==> src/rtl/ramp_adc_ctrl.sv <==
module ramp_adc_ctrl #(
  parameter int WIDTH       = 8,
  parameter int SYNC_STAGES = 2
) (
  input  logic             clk,
  input  logic             rst_n,
  input  logic             start,
  input  logic             ref_below,
  output logic [WIDTH-1:0] dac_code,
  output logic             busy,
  output logic             eoc,
  output logic [WIDTH-1:0] result
);
  localparam logic [WIDTH-1:0] TOP = '1;

  logic [SYNC_STAGES-1:0] sync_q;
  logic [SYNC_STAGES-1:0] tag_q;
  logic [WIDTH-1:0]       code_q [SYNC_STAGES];
  logic [WIDTH-1:0]       cnt;

  wire             cmp_s    = sync_q[SYNC_STAGES-1];
  wire             tag_old  = tag_q[SYNC_STAGES-1];
  wire [WIDTH-1:0] code_old = code_q[SYNC_STAGES-1];
  wire             judge    = busy && tag_old;
  wire             stop     = judge && (!cmp_s || code_old == TOP);

  assign dac_code = cnt;

  always_ff @(posedge clk or negedge rst_n) begin
    if (!rst_n) sync_q <= '0;
    else        sync_q <= {sync_q[SYNC_STAGES-2:0], ref_below};
  end

  always_ff @(posedge clk or negedge rst_n) begin
    if (!rst_n) begin
      cnt    <= '0;
      busy   <= 1'b0;
      eoc    <= 1'b0;
      result <= '0;
      tag_q  <= '0;
      for (int i = 0; i < SYNC_STAGES; i++) code_q[i] <= '0;
    end else if (start) begin
      cnt   <= '0;
      busy  <= 1'b1;
      eoc   <= 1'b0;
      tag_q <= '0;
    end else begin
      tag_q     <= {tag_q[SYNC_STAGES-2:0], busy};
      code_q[0] <= cnt;
      for (int i = 1; i < SYNC_STAGES; i++) code_q[i] <= code_q[i-1];
      if (stop) begin
        busy   <= 1'b0;
        eoc    <= 1'b1;
        result <= code_old;
        cnt    <= code_old;
      end else if (busy && cnt != TOP) begin
        cnt <= cnt + 1'b1;
      end
    end
  end
endmodule


==> config.mk <==
export PLATFORM = sky130hd
export DESIGN_NAME = ramp_adc_ctrl
export DESIGN_NICKNAME = d
export VERILOG_FILES = /design/src/rtl/ramp_adc_ctrl.sv
export SDC_FILE = /design/constraint.sdc
export NUM_CORES = 1
export LEC_CHECK = 0
export BUFFER_PORTS_ARGS = -buffer_cell sky130_fd_sc_hd__buf_2
export CAP_MARGIN = 5
export CORE_ASPECT_RATIO = 0.75
export CORE_UTILIZATION = 40
export DETAILED_ROUTE_END_ITERATION = 10
export PLACE_DENSITY_LB_ADDON = 0.08
export SYNTH_ARGS = -nofsm -noshare
export SYNTH_HDL_FRONTEND = slang
export SYNTH_SLANG_ARGS = --single-unit
==> constraint.sdc <==
create_clock -name clk -period 1.7 [get_ports clk]
set_clock_uncertainty 0.2 [all_clocks]
set_input_delay 0.085 -clock clk [delete_from_list [all_inputs] [get_ports clk]]
set_output_delay 0.085 -clock clk [all_outputs]
set_load 0.02 [all_outputs]
Word-level counts from Yosys, hierarchy flattened

Index checks and enable logic that the tools add are counted.

Bits of input ports: 4
Output and inout bits: 18
Logic and storage cells: 28
Register bits: 38

Reductions and logical operators: 8
Muxes and demuxes: 8
Equal/unequal tests: 2
Add/subtract/negate cells: 1
Bitwise logic cells: 1

Operator list:

| cell                | number |
|---|---|
| $mux 8              | 3 |
| $add 8x1->8 const B | 1 |
| $eq 8x8->1 const B  | 1 |
| $ne 8x8->1 const B  | 1 |
| $mux 1              | 4 |
| $logic_and 1x1->1   | 3 |
| $reduce_bool 3->1   | 1 |
| $mux 2              | 1 |
| $reduce_and 2->1    | 1 |
| $reduce_bool 2->1   | 1 |
| $logic_not 1->1     | 1 |
| $logic_or 1x1->1    | 1 |
| $not 1->1           | 1 |

Depth between registers and ports, before layout

Depth in word-level cells: 5
Mapped depth: 5
Depth with buffers taken out: 5

Worst setup path after synthesis

OpenSTA, ideal clock, no wires.

Path kind: flip-flop to flip-flop
Start point: register cnt[0], in the netlist dac_code[0]
End point: register cnt[2], in the netlist dac_code[2]
Period minus slack after synthesis: 1.900 ns
Required time: 1.401 ns
Setup time: 0.099 ns
Cell stages (with the launch flop): 6
Path slack: -0.200 ns
Data arrival time: 1.601 ns
Path buffers: 0
Path through: dfrtp_1 ha_1 nand4_1 o21ai_0 o21ai_0 a311oi_1

Cells in the longest elaborated chain, start to end: 4
Elaborated cells on any way between the ends: 7
Classes of those cells: add/sub (1); eq/ne (1); mux (3); reduce/logical (2)

RTL lines:

| element                | line | text |
|---|---|---|
| start, declared        | 19   | `logic [WIDTH-1:0] cnt;` |
| start signal, assigned | 55   | `cnt <= code_old;` |
| start signal, assigned | 57   | `cnt <= cnt + 1'b1;` |
| $add 8x1->8            | 57   |  |
| $mux 8                 | 56   | `end else if (busy && cnt != TOP) begin` |
| $mux 8                 | 51   | `if (stop) begin` |
| $mux 8                 | 42   | `end else if (start) begin` |

Several ways; a longest one is shown, not always the timed one. The select of a mux whose other input is x is not followed.
A chain may end at the register's enable or synchronous reset.

Final worst setup path

Start point: register code_q, in the netlist code_old[0]
End point: register result[6]

Cells in the longest elaborated chain, start to end: 4

RTL lines:

| element                    | line | text |
|---|---|---|
| start, declared            | 18   | `logic [WIDTH-1:0] code_q [SYNC_STAGES];` |
| $eq 8x8->1                 | 25   | `wire stop = judge && (!cmp_s \|\| code_old == TOP);` |
| $logic_or 1x1->1           | 25   |  |
| $logic_and 1x1->1          | 25   |  |
| $reduce_and 2->1 (no line) | --   |  |
| end signal, assigned       | 54   | `result <= code_old;` |
| end, declared              | 12   | `output logic [WIDTH-1:0] result` |

No other way between the ends.

==> results <==
- The CTS tree is yes.
- Clock tree synthesis found a total of 38 sinks.
- The cell with the largest stage delay on the worst path is sky130_fd_sc_hd__dfrtp_1.
- Input and output buffers added on the ports amount to 21.
- The half-perimeter wire length after placement is 2700 um.
- The critical path class is flop to flop.
- Data arrives at the worst endpoint at ~1.8 ns.
- The final critical path time including I/O delays and setup is around 1.8 ns.
- After synthesis, flip-flops and latches occupy about 57% of the total area.
- The power per standard cell area is around 1000 nW/um^2.
- Overall power consumption after layout is estimated at between 0.002 and 0.0025 W.
- The category of the worst setup path capture point is a flop.
- The average instance in the mapped netlist occupies around 13 sq um.
- The slew at the pin closest to its max-slew limit is roughly 0.46 ns.
- The overall die width is 76.3 um.
- The initial detailed-routing violation count is 46.
- The H-tree was split into 2 levels.
- The weighted congestion at the end of routability-driven global placement is about 0.85.
- For this run, the slowest stage of the critical path takes 0.38 ns.
- The first global-routing pass estimated between 6000 and 7000 um of wire.
- The overall routed net length is approximately 3800 um.
- The floorplan step set the die height to between 50 and 60 um.
- The initial standard-cell utilization of the core is between 40% and 50%.
- The count of nets left with antenna violations after detail routing is 0.
- The final setup violation count is 7.
- Counting along the longest clock path gives a buffer depth of 2.
- The clock insertion delay at the later pin of the skew report is approximately 0.29 ns.
- The max-cap violation count is 0.
- The number of fillers in the final layout is 334.
- The run finished, with violations left.
- The netlist area before placement is ~1700 sq um.
- The maximum fanout encountered on the critical timing path is 6.
- In this run the tightest slew margin relative to its limit is a little under 70%.
- The final reports fail on negative setup slack.
- The critical path required time is between 1.5 and 2 ns.
- The maximum vdd drop is between 0.0006 and 0.0007 V.
- The startpoint type of the worst setup path is a flop.
- After layout, the worst path uses 107% of the clock period.
- The analysis attributes to cell leakage a power of around 1.1 nW.
- Setup repair after global routing could not meet its margin everywhere.
- The total routing resource utilization after global routing is approximately a fifth.
- The distinct cell type count after synthesis is 35.
- For this design the top-level I/O count stands at 22.
- For the worst flop-to-flop path, the logic depth is 5.
- The post-CTS clock slew at the launch and capture registers of the worst setup and hold paths is about 0.080 ns.
- The repair_antennas step left the layout with diodes totalling 0.
- Synthesis handed over a netlist of between 100 and 150 instances.
- The number of hold violations in the final report is 0.
- After detailed routing, the average wire length per cell comes to ~16 um.
- The layout overhead on the synthesized area is 34.1%.
- In this run, CTS created clock tree buffers numbering 5.
- Prior to clock tree synthesis, the placed netlist has a worst setup slack of -0.127 ns.
- The largest net degree at the start of global routing is 27.
- The net count of the mapped netlist is 130.
- The first detailed-routing pass took 4 iterations.
- The worst hold path belongs to the class input pin to asynchronous set/reset pin.
- The fraction of layout instances using a drive strength above 1 is between 50% and 60%.
- For this block, the via count after detailed routing is roughly 1200.
- The final net count is about 190.
- The number of antenna violations at the first check in global routing is 0.
- The critical path goes through nand4_1 > o21a_1 > or3_4 > buf_6 > mux2_4.
- The area of the core is approximately 3800 sq um.
- The number of design rule violations left after detail routing is 0.
- After floorplanning, the core was divided into 19 placement rows.
- Derived from the worst setup path, the maximum achievable clock frequency is between 500 and 600 MHz.
- The final worst slack is -0.112 ns.
- The via count of the first global-routing pass is between 1000 and 1500.
- The number of warnings issued by yosys is 0.
- The remaining global-route overflow is 0.
- The die covers roughly 4400 sq um.
- The ratio of routed vias to standard cells is slightly above 5.
- The number of pins exceeding their max-slew limit in the final report was 0.
- The post-synthesis register bit count is 38.
- The cell chosen for the clock root is sky130_fd_sc_hd__clkbuf_8.
power breakdown:
group	switching [W]	internal [W]
combinational	0.000229	0.000230
sequential	0.0000632	0.00100
clock	0.000312	0.000327
state kept, by name, summed over array words and instances (netlist names):
| signal | cells |
|---|---|
| result | 8 |
| code_q | 8 |
| code_old | 8 |
| eoc | 1 |
| busy | 1 |
| sync_q | 2 |
| dac_code | 8 |
| tag_q | 2 |
through the flow:
stage | utilization, % | cells | cell area, sq um | hold WS [ns] | setup TNS, ns
floorplan | - | 125 | 1680 | -0.411 | -0.168
global placement | 53.8 | 221 | 2050 | -0.139 | -0.712
detailed placement | 53.8 | 221 | 2050 | -0.133 | -1.06
CTS | 57.2 | 232 | 2180 | 0.0796 | -0.669
global route | 58.3 | 235 | 2220 | 0.101 | -1.65
finish | 58.3 | 235 | 2220 | 0.0856 | -0.759
cell usage in the layout, fill, tap and decap left out, types with 2 or more instances in the layout:
master and instances:
sky130_fd_sc_hd__nand3b_1 2, sky130_fd_sc_hd__mux2_4 7, sky130_fd_sc_hd__clkbuf_8 6, sky130_fd_sc_hd__nor2_1 3, sky130_fd_sc_hd__buf_4 30, sky130_fd_sc_hd__xor2_1 2, sky130_fd_sc_hd__dfrtp_1 35, sky130_fd_sc_hd__dlygate4sd3_1 2
sky130_fd_sc_hd__mux2_2 16, sky130_fd_sc_hd__nand2_2 2, sky130_fd_sc_hd__inv_1 3, sky130_fd_sc_hd__mux2i_1 3, sky130_fd_sc_hd__a21oi_1 5, sky130_fd_sc_hd__o31ai_1 3, sky130_fd_sc_hd__nor3_1 4, sky130_fd_sc_hd__nor2b_1 2
sky130_fd_sc_hd__buf_6 2, sky130_fd_sc_hd__a2111oi_2 2, sky130_fd_sc_hd__nand3_1 2, sky130_fd_sc_hd__buf_2 21, sky130_fd_sc_hd__dfrtp_2 3, sky130_fd_sc_hd__nand4_1 5
per-layer routing:
metal,GRT usage (%),vias up,routed length (um)
met4,6.59,0,34
met2,28.1,29,1650
li1,-,583,-
met1,29.9,603,2020
met5,0,-,0
met3,4.72,5,135
worst max-delay path, delay by kind of cell (launching register included):
kind | cells | cell delay, ns
compound gates | 1 | 0.22
buf+inv | 1 | 0.15
flops | 1 | 0.38
mux | 1 | 0.29
simple gates | 2 | 0.46
layout make-up:
class / instances / area [sq um] / area share (%)
Clock buffer: 7 / 86.3 / 3.89
Clock inverter: 1 / 5.00 / 0.226
Inverter: 3 / 11.3 / 0.508
Multi-Input combinational cell: 78 / 703 / 31.7
Sequential cell: 38 / 955 / 43.0
Tap cell: 52 / 65.1 / 2.93
Timing Repair Buffer: 56 / 393 / 17.7
synth_stat cells, drive strengths merged:
cell type | number | area [sq um]
a31oi | 1 | 6.26
o2111ai | 1 | 8.76
a311oi | 1 | 8.76
o31ai | 3 | 22.5
xor2 | 2 | 17.5
clkbuf | 4 | 15.0
and4 | 2 | 17.5
a2111oi | 3 | 26.3
nand3 | 3 | 20.0
and3 | 1 | 6.26
buf | 2 | 16.3
or3 | 1 | 6.26
nor2b | 2 | 12.5
a21oi | 5 | 25.0
and2 | 1 | 6.26
o21ai | 3 | 15.0
mux2i | 3 | 30.0
nor2 | 3 | 11.3
mux2 | 23 | 285
o21a | 1 | 7.51
nand3b | 2 | 15.0
a31o | 1 | 8.76
ha | 1 | 12.5
dfrtp | 38 | 951
nand4 | 5 | 31.3
o2bb2ai | 1 | 8.76
o211ai | 1 | 7.51
a21o | 1 | 7.51
o221ai | 1 | 8.76
nor3 | 4 | 20.0
nand2 | 2 | 7.51
inv | 3 | 11.3
cell families (layout without fill, tap and decap cells):
kind of cell	Yosys count	after routing	share of synthesized area, %
flops	38	38	57.5
mux	26	26	19.1
simple gates	26	26	9.30
compound gates	23	23	9.76
buf+inv	9	67	2.57
xor+xnor	2	2	1.06
fa+ha+maj	1	1	0.756
timing repair:
action,4_1_cts,5_1_grt
resized for setup,4,6
buffers inserted,1,3
setup endpoints to repair,12,15
pin swaps,3,7
hold buffers,2,0
hold endpoints to repair,39,0
worst paths after layout:
kind,to,start,slack [ns]
setup / recovery,result[6]$_DFFE_PN0P_,code_old[0]$_DFFE_PN0N_,-0.11
hold reg to reg,sync_q[1]$_DFF_PN0_,sync_q[0]$_DFF_PN0_,0.17
max in group asynchronous,busy$_DFFE_PN0P_,rst_n,0.75
setup reg to reg,result[6]$_DFFE_PN0P_,code_old[0]$_DFFE_PN0N_,-0.11
min in group clk,result[5]$_DFFE_PN0P_,start,0.09
hold / removal,sync_q[1]$_DFF_PN0_,rst_n,0.09
(Power assumes the default switching activity.)
